File: src/rtl/ser_loader_pkg.sv
package ser_loader_pkg;
  localparam int DATA_W  = 17;
  localparam int ADDR_W  = 3;
  localparam int FRAME_W = DATA_W + ADDR_W;
  localparam int NUM_REG = 6;  // addresses 1..6
endpackage

File: src/rtl/ser_sync.sv
module ser_sync #(
  parameter int W      = 3,
  parameter int STAGES = 2
) (
  input  logic         clk_i,
  input  logic         rst_ni,
  input  logic [W-1:0] d_i,
  output logic [W-1:0] q_o
);
  logic [W-1:0] stg_q [STAGES];

  always_ff @(posedge clk_i or negedge rst_ni) begin
    if (!rst_ni) begin
      for (int i = 0; i < STAGES; i++) stg_q[i] <= '0;
    end else begin
      stg_q[0] <= d_i;
      for (int i = 1; i < STAGES; i++) stg_q[i] <= stg_q[i-1];
    end
  end

  assign q_o = stg_q[STAGES-1];
endmodule

File: src/rtl/ser_edge.sv
module ser_edge (
  input  logic clk_i,
  input  logic rst_ni,
  input  logic sclk_s_i,
  input  logic sen_s_i,
  output logic sclk_rise_o,
  output logic sclk_fall_o,
  output logic sen_fall_o
);
  logic sclk_q, sen_q;

  always_ff @(posedge clk_i or negedge rst_ni) begin
    if (!rst_ni) begin
      sclk_q <= 1'b0;
      sen_q  <= 1'b0;
    end else begin
      sclk_q <= sclk_s_i;
      sen_q  <= sen_s_i;
    end
  end

  assign sclk_rise_o = sclk_s_i & ~sclk_q;
  assign sclk_fall_o = ~sclk_s_i & sclk_q;
  assign sen_fall_o  = ~sen_s_i & sen_q;
endmodule

File: src/rtl/ser_shift.sv
module ser_shift #(
  parameter int FRAME_W = 20
) (
  input  logic               clk_i,
  input  logic               rst_ni,
  input  logic               sclk_rise_i,
  input  logic               sen_i,
  input  logic               sdata_i,
  output logic [FRAME_W-1:0] frame_o
);
  logic [FRAME_W-1:0] shift_q;

  // no bit counter: older bits fall off the top
  always_ff @(posedge clk_i or negedge rst_ni) begin
    if (!rst_ni)                 shift_q <= '0;
    else if (sclk_rise_i && sen_i) shift_q <= {shift_q[FRAME_W-2:0], sdata_i};
  end

  assign frame_o = shift_q;

  p_hold_when_idle_r2: assert property (@(posedge clk_i) disable iff (!rst_ni)
    !(sclk_rise_i && sen_i) |=> $stable(shift_q));
endmodule

File: src/rtl/ser_bank.sv
module ser_bank
  import ser_loader_pkg::*;
(
  input  logic                          clk_i,
  input  logic                          rst_ni,
  input  logic                          sen_fall_i,
  input  logic                          sclk_fall_i,
  input  logic [FRAME_W-1:0]            frame_i,
  output logic [NUM_REG-1:0][DATA_W-1:0] regs_o,
  output logic                          load_o
);
  logic [ADDR_W-1:0]           addr;
  logic [DATA_W-1:0]           wdata;
  logic [NUM_REG-1:0]          wr_vec;
  logic [NUM_REG-1:0][DATA_W-1:0] regs_q;
  logic                        load_q;

  assign addr  = frame_i[ADDR_W-1:0];
  assign wdata = frame_i[FRAME_W-1:ADDR_W];

  for (genvar g = 0; g < NUM_REG; g++) begin : g_latch
    assign wr_vec[g] = sen_fall_i && (addr == ADDR_W'(g + 1));
    always_ff @(posedge clk_i or negedge rst_ni) begin
      if (!rst_ni)        regs_q[g] <= '0;
      else if (wr_vec[g]) regs_q[g] <= wdata;
    end
  end

  // strobe: enable fall opens, next serial clock fall closes
  always_ff @(posedge clk_i or negedge rst_ni) begin
    if (!rst_ni)          load_q <= 1'b0;
    else if (sen_fall_i)  load_q <= 1'b1;
    else if (sclk_fall_i) load_q <= 1'b0;
  end

  assign regs_o = regs_q;
  assign load_o = load_q;

  p_one_write_r9: assert property (@(posedge clk_i) disable iff (!rst_ni)
    $onehot0(wr_vec));
  p_no_write_without_fall_r7: assert property (@(posedge clk_i) disable iff (!rst_ni)
    !sen_fall_i |=> $stable(regs_q));
  p_unused_addr_r6: assert property (@(posedge clk_i) disable iff (!rst_ni)
    (sen_fall_i && (addr == '0 || addr == '1)) |=> $stable(regs_q));
  p_load_set_r8: assert property (@(posedge clk_i) disable iff (!rst_ni)
    sen_fall_i |=> load_q);
  p_load_hold_r8: assert property (@(posedge clk_i) disable iff (!rst_ni)
    (load_q && !sclk_fall_i) |=> load_q);
  p_load_clear_r8: assert property (@(posedge clk_i) disable iff (!rst_ni)
    (sclk_fall_i && !sen_fall_i) |=> !load_q);
endmodule

File: src/rtl/ser_loader.sv
module ser_loader
  import ser_loader_pkg::*;
#(
  parameter int SYNC_STAGES = 2
) (
  input  logic              clk_i,
  input  logic              rst_ni,
  input  logic              sclk_i,
  input  logic              sdata_i,
  input  logic              sen_i,
  output logic [DATA_W-1:0] div1_o,
  output logic [DATA_W-1:0] ref1_o,
  output logic [DATA_W-1:0] div2_o,
  output logic [DATA_W-1:0] ref2_o,
  output logic [DATA_W-1:0] ctrl_a_o,
  output logic [DATA_W-1:0] ctrl_b_o,
  output logic              load_o
);
  logic [2:0]                     sync_q;
  logic                           sclk_rise, sclk_fall, sen_fall;
  logic [FRAME_W-1:0]             frame;
  logic [NUM_REG-1:0][DATA_W-1:0] regs;

  ser_sync #(.W(3), .STAGES(SYNC_STAGES)) u_sync (
    .clk_i, .rst_ni, .d_i({sclk_i, sdata_i, sen_i}), .q_o(sync_q)
  );

  ser_edge u_edge (
    .clk_i, .rst_ni, .sclk_s_i(sync_q[2]), .sen_s_i(sync_q[0]),
    .sclk_rise_o(sclk_rise), .sclk_fall_o(sclk_fall), .sen_fall_o(sen_fall)
  );

  ser_shift #(.FRAME_W(FRAME_W)) u_shift (
    .clk_i, .rst_ni, .sclk_rise_i(sclk_rise), .sen_i(sync_q[0]),
    .sdata_i(sync_q[1]), .frame_o(frame)
  );

  ser_bank u_bank (
    .clk_i, .rst_ni, .sen_fall_i(sen_fall), .sclk_fall_i(sclk_fall),
    .frame_i(frame), .regs_o(regs), .load_o(load_o)
  );

  assign div1_o   = regs[0];
  assign ref1_o   = regs[1];
  assign div2_o   = regs[2];
  assign ref2_o   = regs[3];
  assign ctrl_a_o = regs[4];
  assign ctrl_b_o = regs[5];
endmodule

File: config.mk
export PLATFORM = sky130hd
export DESIGN_NAME = ser_loader
export DESIGN_NICKNAME = d
export VERILOG_FILES = /design/src/rtl/ser_loader_pkg.sv /design/src/rtl/ser_sync.sv /design/src/rtl/ser_edge.sv /design/src/rtl/ser_shift.sv /design/src/rtl/ser_bank.sv /design/src/rtl/ser_loader.sv
export SDC_FILE = /design/constraint.sdc
export NUM_CORES = 1
export LEC_CHECK = 0
export ABC_AREA = 1
export ABC_CLOCK_PERIOD_IN_PS = 2700
export BUFFER_PORTS_ARGS = -buffer_cell sky130_fd_sc_hd__buf_2
export CORE_MARGIN = 4
export CORE_UTILIZATION = 58
export DETAILED_ROUTE_END_ITERATION = 6
export PLACE_DENSITY_LB_ADDON = 0.1
export SYNTH_ARGS = -nofsm -noshare
export SYNTH_HDL_FRONTEND = slang
export SYNTH_SLANG_ARGS = --single-unit
File: constraint.sdc
create_clock -name clk_i -period 2.7 [get_ports clk_i]
set_input_delay 0.135 -clock clk_i [delete_from_list [all_inputs] [get_ports clk_i]]
set_output_delay 0.135 -clock clk_i [all_outputs]
set_load 0.02 [all_outputs]
==> results_dict.tcl, run 1 <==
set metrics [dict create \
    synth_top_family_by_area "simple AND/OR/NAND/NOR gates" \
    die_h_um 103 \
    place_ws_ps 936 \
    whs_ps 123 \
    power_density_nw_per_um2 1290 \
    syn-mean-instance-area_um2 9.52 \
    ys.warnings.count 0 \
    insertion_delay_ps 520 \
    synth_fp_nets 553 \
    critPathKind "register to register" \
    yosysTopAreaCellShare_pct 62.8 \
    status "complete, no violations" \
    root_buffer "clkbuf_8" \
    clk_path_buf_depth 2 \
    finalHoldViolCount 0 \
    via_count 4177 \
    finalWirelength_mm 12.7 \
    cts_tree "built" \
    routabilityCongestion 0.817 \
    drc 0 \
    mostFrequentLayoutCell "nand2_1" \
    synth_mux_area_share_pct 0 \
    ys_types 20 \
    start_kind "register" \
    ys_ff_latch 131 \
    nNetsFinal 655 \
    coreArea_um2 8720 \
    skew_ps 7.77 \
    synth_compound_area_share_pct 2.01 \
    cts-htree-levels 4 \
    antenna_found_initial 0 \
    finalCriticalPeriod_ps 1780 \
    period_share_pct 65.8 \
    setup_viol 0 \
    io-pin-count 108 \
    synth_top_area_cell "dfrtp_1" \
    numPortBuffers 107 \
    antenna_cells 0 \
    fin_ws_ps 922 \
    rr_startpoint "u_shift.frame_o[1]" \
    vias_per_cell 5.42 \
    yosys.area_share.xor_xnor_pct 0 \
    rsz0062_at_grt "no" \
    dp_cells 735 \
    cts-buffers-inserted 17 \
    cp_max_fo 19 \
    ys_seq_area_share_pct 62.8 \
    leakage_nw 3.63 \
    ir_drop_v 0.000724 \
    placementRows 34 \
    cp.arrival_ps 2180 \
    slew_headroom_pct 51.3 \
    cts_repair_resize_count 0 \
    hp-class "input pin to asynchronous set/reset pin" \
    yosys.area_share.simple_pct 29.8 \
    ant_nets 0 \
    drive_gt1_share_pct 24.7 \
    fin_tns_setup_ps 0 \
    netlist_area_um2 5220 \
    tightest_slew_ps 730 \
    dr.first_iter.drc_count 221 \
    startpoint "u_shift.frame_o[1]" \
    initial_core_util_pct 59.8 \
    dieArea_um2 10600 \
    worstReg2RegEnd "u_bank.regs_o[100]" \
    drv_cap 0 \
    firstDrtPassIters 7 \
    synthCells 548 \
    hpwl_mm 8.22 \
    clk_pin_slew_ps 60 \
    worstPathRequired_ps 3100 \
    synth_area_leaders "dfrtp_1 (63%), nand2_1 (18%), nand3_1 (5.0%), nand4_1 (2.0%), nand3_4 (1.7%)" \
    timing.reg2reg.setup_slack_ps 920 \
    grt_pass1_wl_mm 20.3 \
    end_kind "register" \
    maxSlewViolCount 0 \
    final_cells 771 \
    wl_per_cell_um 16.5 \
    grt_overflow 0 \
    max_freq_mhz 562 \
    r2r_cells 5 \
    synthToLayoutAreaGrowth_pct 23.4 \
    gr-usage-all-layers_pct 25.4 \
    grt_pass1_vias 3880 \
    die_w_um 103 \
    worstSetupEndpoint "u_bank.regs_o[100]" \
    grt_max_degree 41 \
    final_cell_mix "nand2_1 (253), dfrtp_1 (131), buf_2 (106)" \
    synthAdderAreaFrac_pct 0 \
    cts_sinks 131 \
]
## state kept, by name, summed over array words and instances, names as in the netlist
register         flops
u_bank.load_o        1
u_shift.frame_o     20
u_edge.sclk_q        1
u_sync.q_o           3
u_edge.sen_q         1
u_sync.stg_q         3
u_bank.regs_o      102
## cell usage after synthesis
library cell,instances
clkbuf_1,4
inv_1,11
nor2_4,3
dfrtp_1,131
buf_4,6
a21oi_1,9
nand4_1,17
nand3_1,52
nand2_2,2
inv_2,3
clkbuf_2,3
nand3_4,5
nor2_8,2
nand3_2,1
nor2_2,3
nand2_1,253
buf_2,15
nor2_1,9
buf_6,7
o21ai_0,12
## final cells by class
class                      count  area, um^2
tap                          108         135
clock buffer                  20         445
clock inverter                12         225
fill                         590        2280
inverter                      14        52.6
sequential                   131        3280
multi-input combinational    368        1660
timing repair buffer         118         643
## logic make-up after synthesis
logic type	count (synthesis)
AO/OA/AOI/OAI	21
AND/OR/NAND/NOR	347
flip-flops	131
buffers and inverters	49
## power by group
group          switching [W]  total [W]  internal [W]
clock               0.000842    0.00258       0.00174
combinational        0.00167    0.00244      0.000769
sequential          0.000609    0.00330       0.00269
## routing by layer
metal	wire length (um)	vias to the layer above	track usage, %	share of wire, %
li1	-	1956	-	-
met3	918	18	5.28	7.2
met4	187	0	8.47	1.5
met2	6150	180	39.0	48
met1	5440	2023	36.4	43
met5	0	-	0	0
## stage by stage
stage	utilization (%)	total power, W	area (um^2)
after global placement	65.7	0.00568	5730
after CTS	73.8	0.00837	6440
after global routing	73.8	0.00876	6440
after floorplan	-	0.00476	5220
final	73.8	0.00833	6440
after detailed placement	65.7	0.00577	5730
## worst min path at each step
stage,start,to,cells after the start
2_1_floorplan,rst_ni,u_bank.load_o,0
3_3_place_gp,rst_ni,u_bank.regs_o[50],1
3_5_place_dp,rst_ni,u_bank.regs_o[101],1
4_1_cts,rst_ni,u_bank.regs_o[101],2
5_1_grt,rst_ni,u_bank.regs_o[101],2
6_report,rst_ni,u_bank.regs_o[101],2
## repair_timing
item	CTS	global route
hold buffers	4	0
endpoints found under the hold margin	75	0
setup buffers	0	0
endpoints found under the setup margin	0	0
## worst max-delay path, cell delays in order (launching register included)
cell and delay (ps):
dfrtp_1 580, inv_2 110, nor2_4 440, nand3_4 320, nand2_1 140, nand2_1 70
Note: power is estimated with default switching activity, not from simulation.
==> inputs of run 2 (changes only) <==
- ABC_AREA: 1 -> 0
- ABC_CLOCK_PERIOD_IN_PS: 2700 -> 1450
- CORE_UTILIZATION: 58 -> 48
- clock period: 2.7 -> 1.45 ns (I/O delays scaled with it)
==> results_dict.tcl, run 2 <==
set metrics [dict create \
    status "finished, violations left" \
    violations "setup timing" \
    synthFlopType "dfrtp_1" \
    antenna_cells 0 \
    nNetsFinal 435 \
    worstPathRequired_ps 1840 \
    grt_overflow 0 \
    finalWirelength_mm 10.7 \
    synthCells 278 \
    synth_common_cells "dfrtp_1 (131), mux2_2 (112), mux2_4 (10), buf_2 (5), buf_4 (4)" \
    mostFrequentLayoutCell "dfrtp_1" \
    largest_register_ffs 102 \
    grt_max_degree 51 \
    grt_pass1_vias 3043 \
    drv_cap 0 \
    p_sw_w 0.00284 \
    drive_gt1_share_pct 67.6 \
    ys_seq_area_share_pct 67.0 \
    drc 0 \
    final_cells 575 \
    clockPowerShare_pct 42.3 \
    end_kind "register" \
    yosysTopAreaCellShare_pct 67.0 \
    syn-mean-instance-area_um2 17.6 \
    async_flop_share_pct 100 \
    fin_ws_ps -109 \
    wl_per_cell_um 18.6 \
    start_kind "register" \
    route.met3.wl_um 558 \
    drt-met1-wl_mm 5.06 \
    ys_ff_latch 131 \
    tightest_slew_ps 367 \
    switching_share_pct 26.3 \
    netlist_area_um2 4890 \
    cp.arrival_ps 1950 \
    ys.warnings.count 0 \
    vias_per_cell 4.97 \
    dr.first_iter.drc_count 88 \
    final_cell_mix "dfrtp_1 (131), buf_2 (106), mux2_2 (61), mux2_4 (61)" \
    crit_path_cell_trace "nand3b_4 > or3_4 > buf_12 > mux2_4" \
    grt_pass1_wl_mm 16.9 \
    synth_top_area_cell "dfrtp_1" \
    cts_tree "built" \
    io-pin-count 108 \
    coreArea_um2 9860 \
    max_freq_mhz 641 \
    ant_nets 0 \
    max_stage_delay_ps 400 \
    insertion_delay_ps 510 \
    gr-usage-all-layers_pct 19.3 \
    cts_sinks 131 \
    synth.most_common_cell "dfrtp_1" \
    seqPwrFrac_pct 41.3 \
    ys_types 16 \
    slew_headroom_pct 75.6 \
    clk_path_buf_depth 2 \
    hpwl_mm 7.03 \
    die_h_um 109 \
    synth_area_leaders "dfrtp_1 (67%), mux2_2 (26%), mux2_4 (3.1%), nor3b_4 (0.77%), buf_4 (0.61%)" \
    routabilityCongestion 0.700 \
    synth_edf_count 0 \
    comb_power_share_pct 16.4 \
    cp_max_fo 11 \
    maxSlewViolCount 0 \
    setup_viol 59 \
    ir_drop_v 0.000975 \
    via_count 2855 \
    cts-buffers-inserted 17 \
    numPortBuffers 107 \
    finalHoldViolCount 0 \
    placedInstanceArea_um2 5930 \
    root_buffer "clkbuf_8" \
    firstDrtPassIters 4 \
    power_density_nw_per_um2 1580 \
    finalCriticalPeriod_ps 1560 \
    period_share_pct 108 \
    dieArea_um2 11900 \
    skew_ps 7.05 \
    initial_core_util_pct 49.6 \
    antenna_found_initial 0 \
    cp_slowest_cell "dfrtp_1" \
    dp_cells 535 \
    critPathKind "register to register" \
    clk_pin_slew_ps 60 \
    placementRows 36 \
    rsz0062_at_grt "yes" \
    p_int_w 0.00795 \
    die_w_um 109 \
    synthToLayoutAreaGrowth_pct 39.5 \
    dr_wl_met2_mm 4.93 \
    cts-htree-levels 4 \
    synth_fp_nets 283 \
    design_area_um2 6830 \
    hp-class "input pin to register" \
    highest-signal-layer "met4" \
    leakage_nw 3.76 \
]
==> run 2: cell count changes after synthesis, moves of 5 or more <==
cell	previous run	this run
a21oi_1	9	0
nand3_4	5	0
buf_6	7	1
mux2_2	0	112
nand2_1	253	0
nor2_1	9	0
nand4_1	17	0
inv_1	11	2
buf_2	15	5
nand3_1	52	1
o21ai_0	12	2
mux2_4	0	10
==> run 2: per-layer routing <==
metal | vias to the layer above | GRT usage (%)
li1 | 1291 | -
met1 | 1470 | 27.1
met2 | 80 | 28.3
met3 | 14 | 5.86
met4 | 0 | 7.21
met5 | - | 0
==> run 2: cell families after synthesis <==
kind of cell | count (synthesis) | synth area share (%)
and+or+nand+nor | 9 | 2.25
AOI/OAI and AO/OA | 2 | 0.205
buffers and inverters | 14 | 1.66
muxes | 122 | 28.9
DFF | 131 | 67.0
==> run 2: stage by stage <==
| stage | setup TNS (ps) | hold WS, ps | util [%] | total power [W] | setup WS (ps) |
|---|---|---|---|---|---|
| after floorplan | -5570 | -223 | - | 0.00539 | -158 |
| after global placement | -3470 | 9.53 | 60.1 | 0.00607 | -103 |
| after detailed placement | -4950 | 10.8 | 60.1 | 0.00610 | -126 |
| after CTS | -3100 | 168 | 69.4 | 0.0109 | -98.6 |
| after global routing | -8580 | 174 | 69.2 | 0.0112 | -147 |
| final | -2710 | 195 | 69.2 | 0.0108 | -109 |
==> run 2: worst paths after layout <==
path / slack, ps / to / depth (start not counted) / startpoint
setup / recovery: -110 / u_bank.regs_o[57] / 4 / u_sync.q_o[0]
hold / removal: 190 / u_sync.stg_q[4] / 2 / sdata_i
setup reg to reg: -110 / u_bank.regs_o[57] / 4 / u_sync.q_o[0]
hold reg to reg: 350 / u_sync.q_o[2] / 0 / u_sync.stg_q[5]
max in group asynchronous: 100 / u_bank.regs_o[44] / 4 / rst_ni
min in group asynchronous: 560 / u_bank.regs_o[43] / 3 / rst_ni
==> run 2: final cells by class <==
type	instances	area (um^2)
flip-flops and latches	131	3280
fillers	699	3040
multi-input cells	133	1750
repair buffers	145	986
clock buffers	19	432
clock inverters	12	205
well taps	133	166
inverters	2	7.51
==> run 2: power groups by stage <==
| stage | logic (W) | clock network (W) | registers, W |
|---|---|---|---|
| CTS | 0.00180 | 0.00466 | 0.00446 |
| global placement | 0.00159 | 0 | 0.00448 |
| global route | 0.00189 | 0.00483 | 0.00452 |
| detailed placement | 0.00161 | 0 | 0.00449 |
| floorplan | 0.000615 | 0 | 0.00477 |
| finish | 0.00177 | 0.00457 | 0.00446 |
==> run 2: critical path, delay by kind of cell (launching register included) <==
family	cells	cell delay, ps
buffers and inverters	1	170
flip-flops	1	400
multiplexers	1	300
AND/OR/NAND/NOR	2	570
==> run 2: repair_timing <==
action / 4_1_cts / 5_1_grt
buffers inserted: 3 / 0
gates cloned: 1 / 0
endpoints found under the setup margin: 100 / 102
hold buffers: 6 / 0
pin swaps: 1 / 1
resized for setup: 44 / 1
endpoints found under the hold margin: 134 / 0
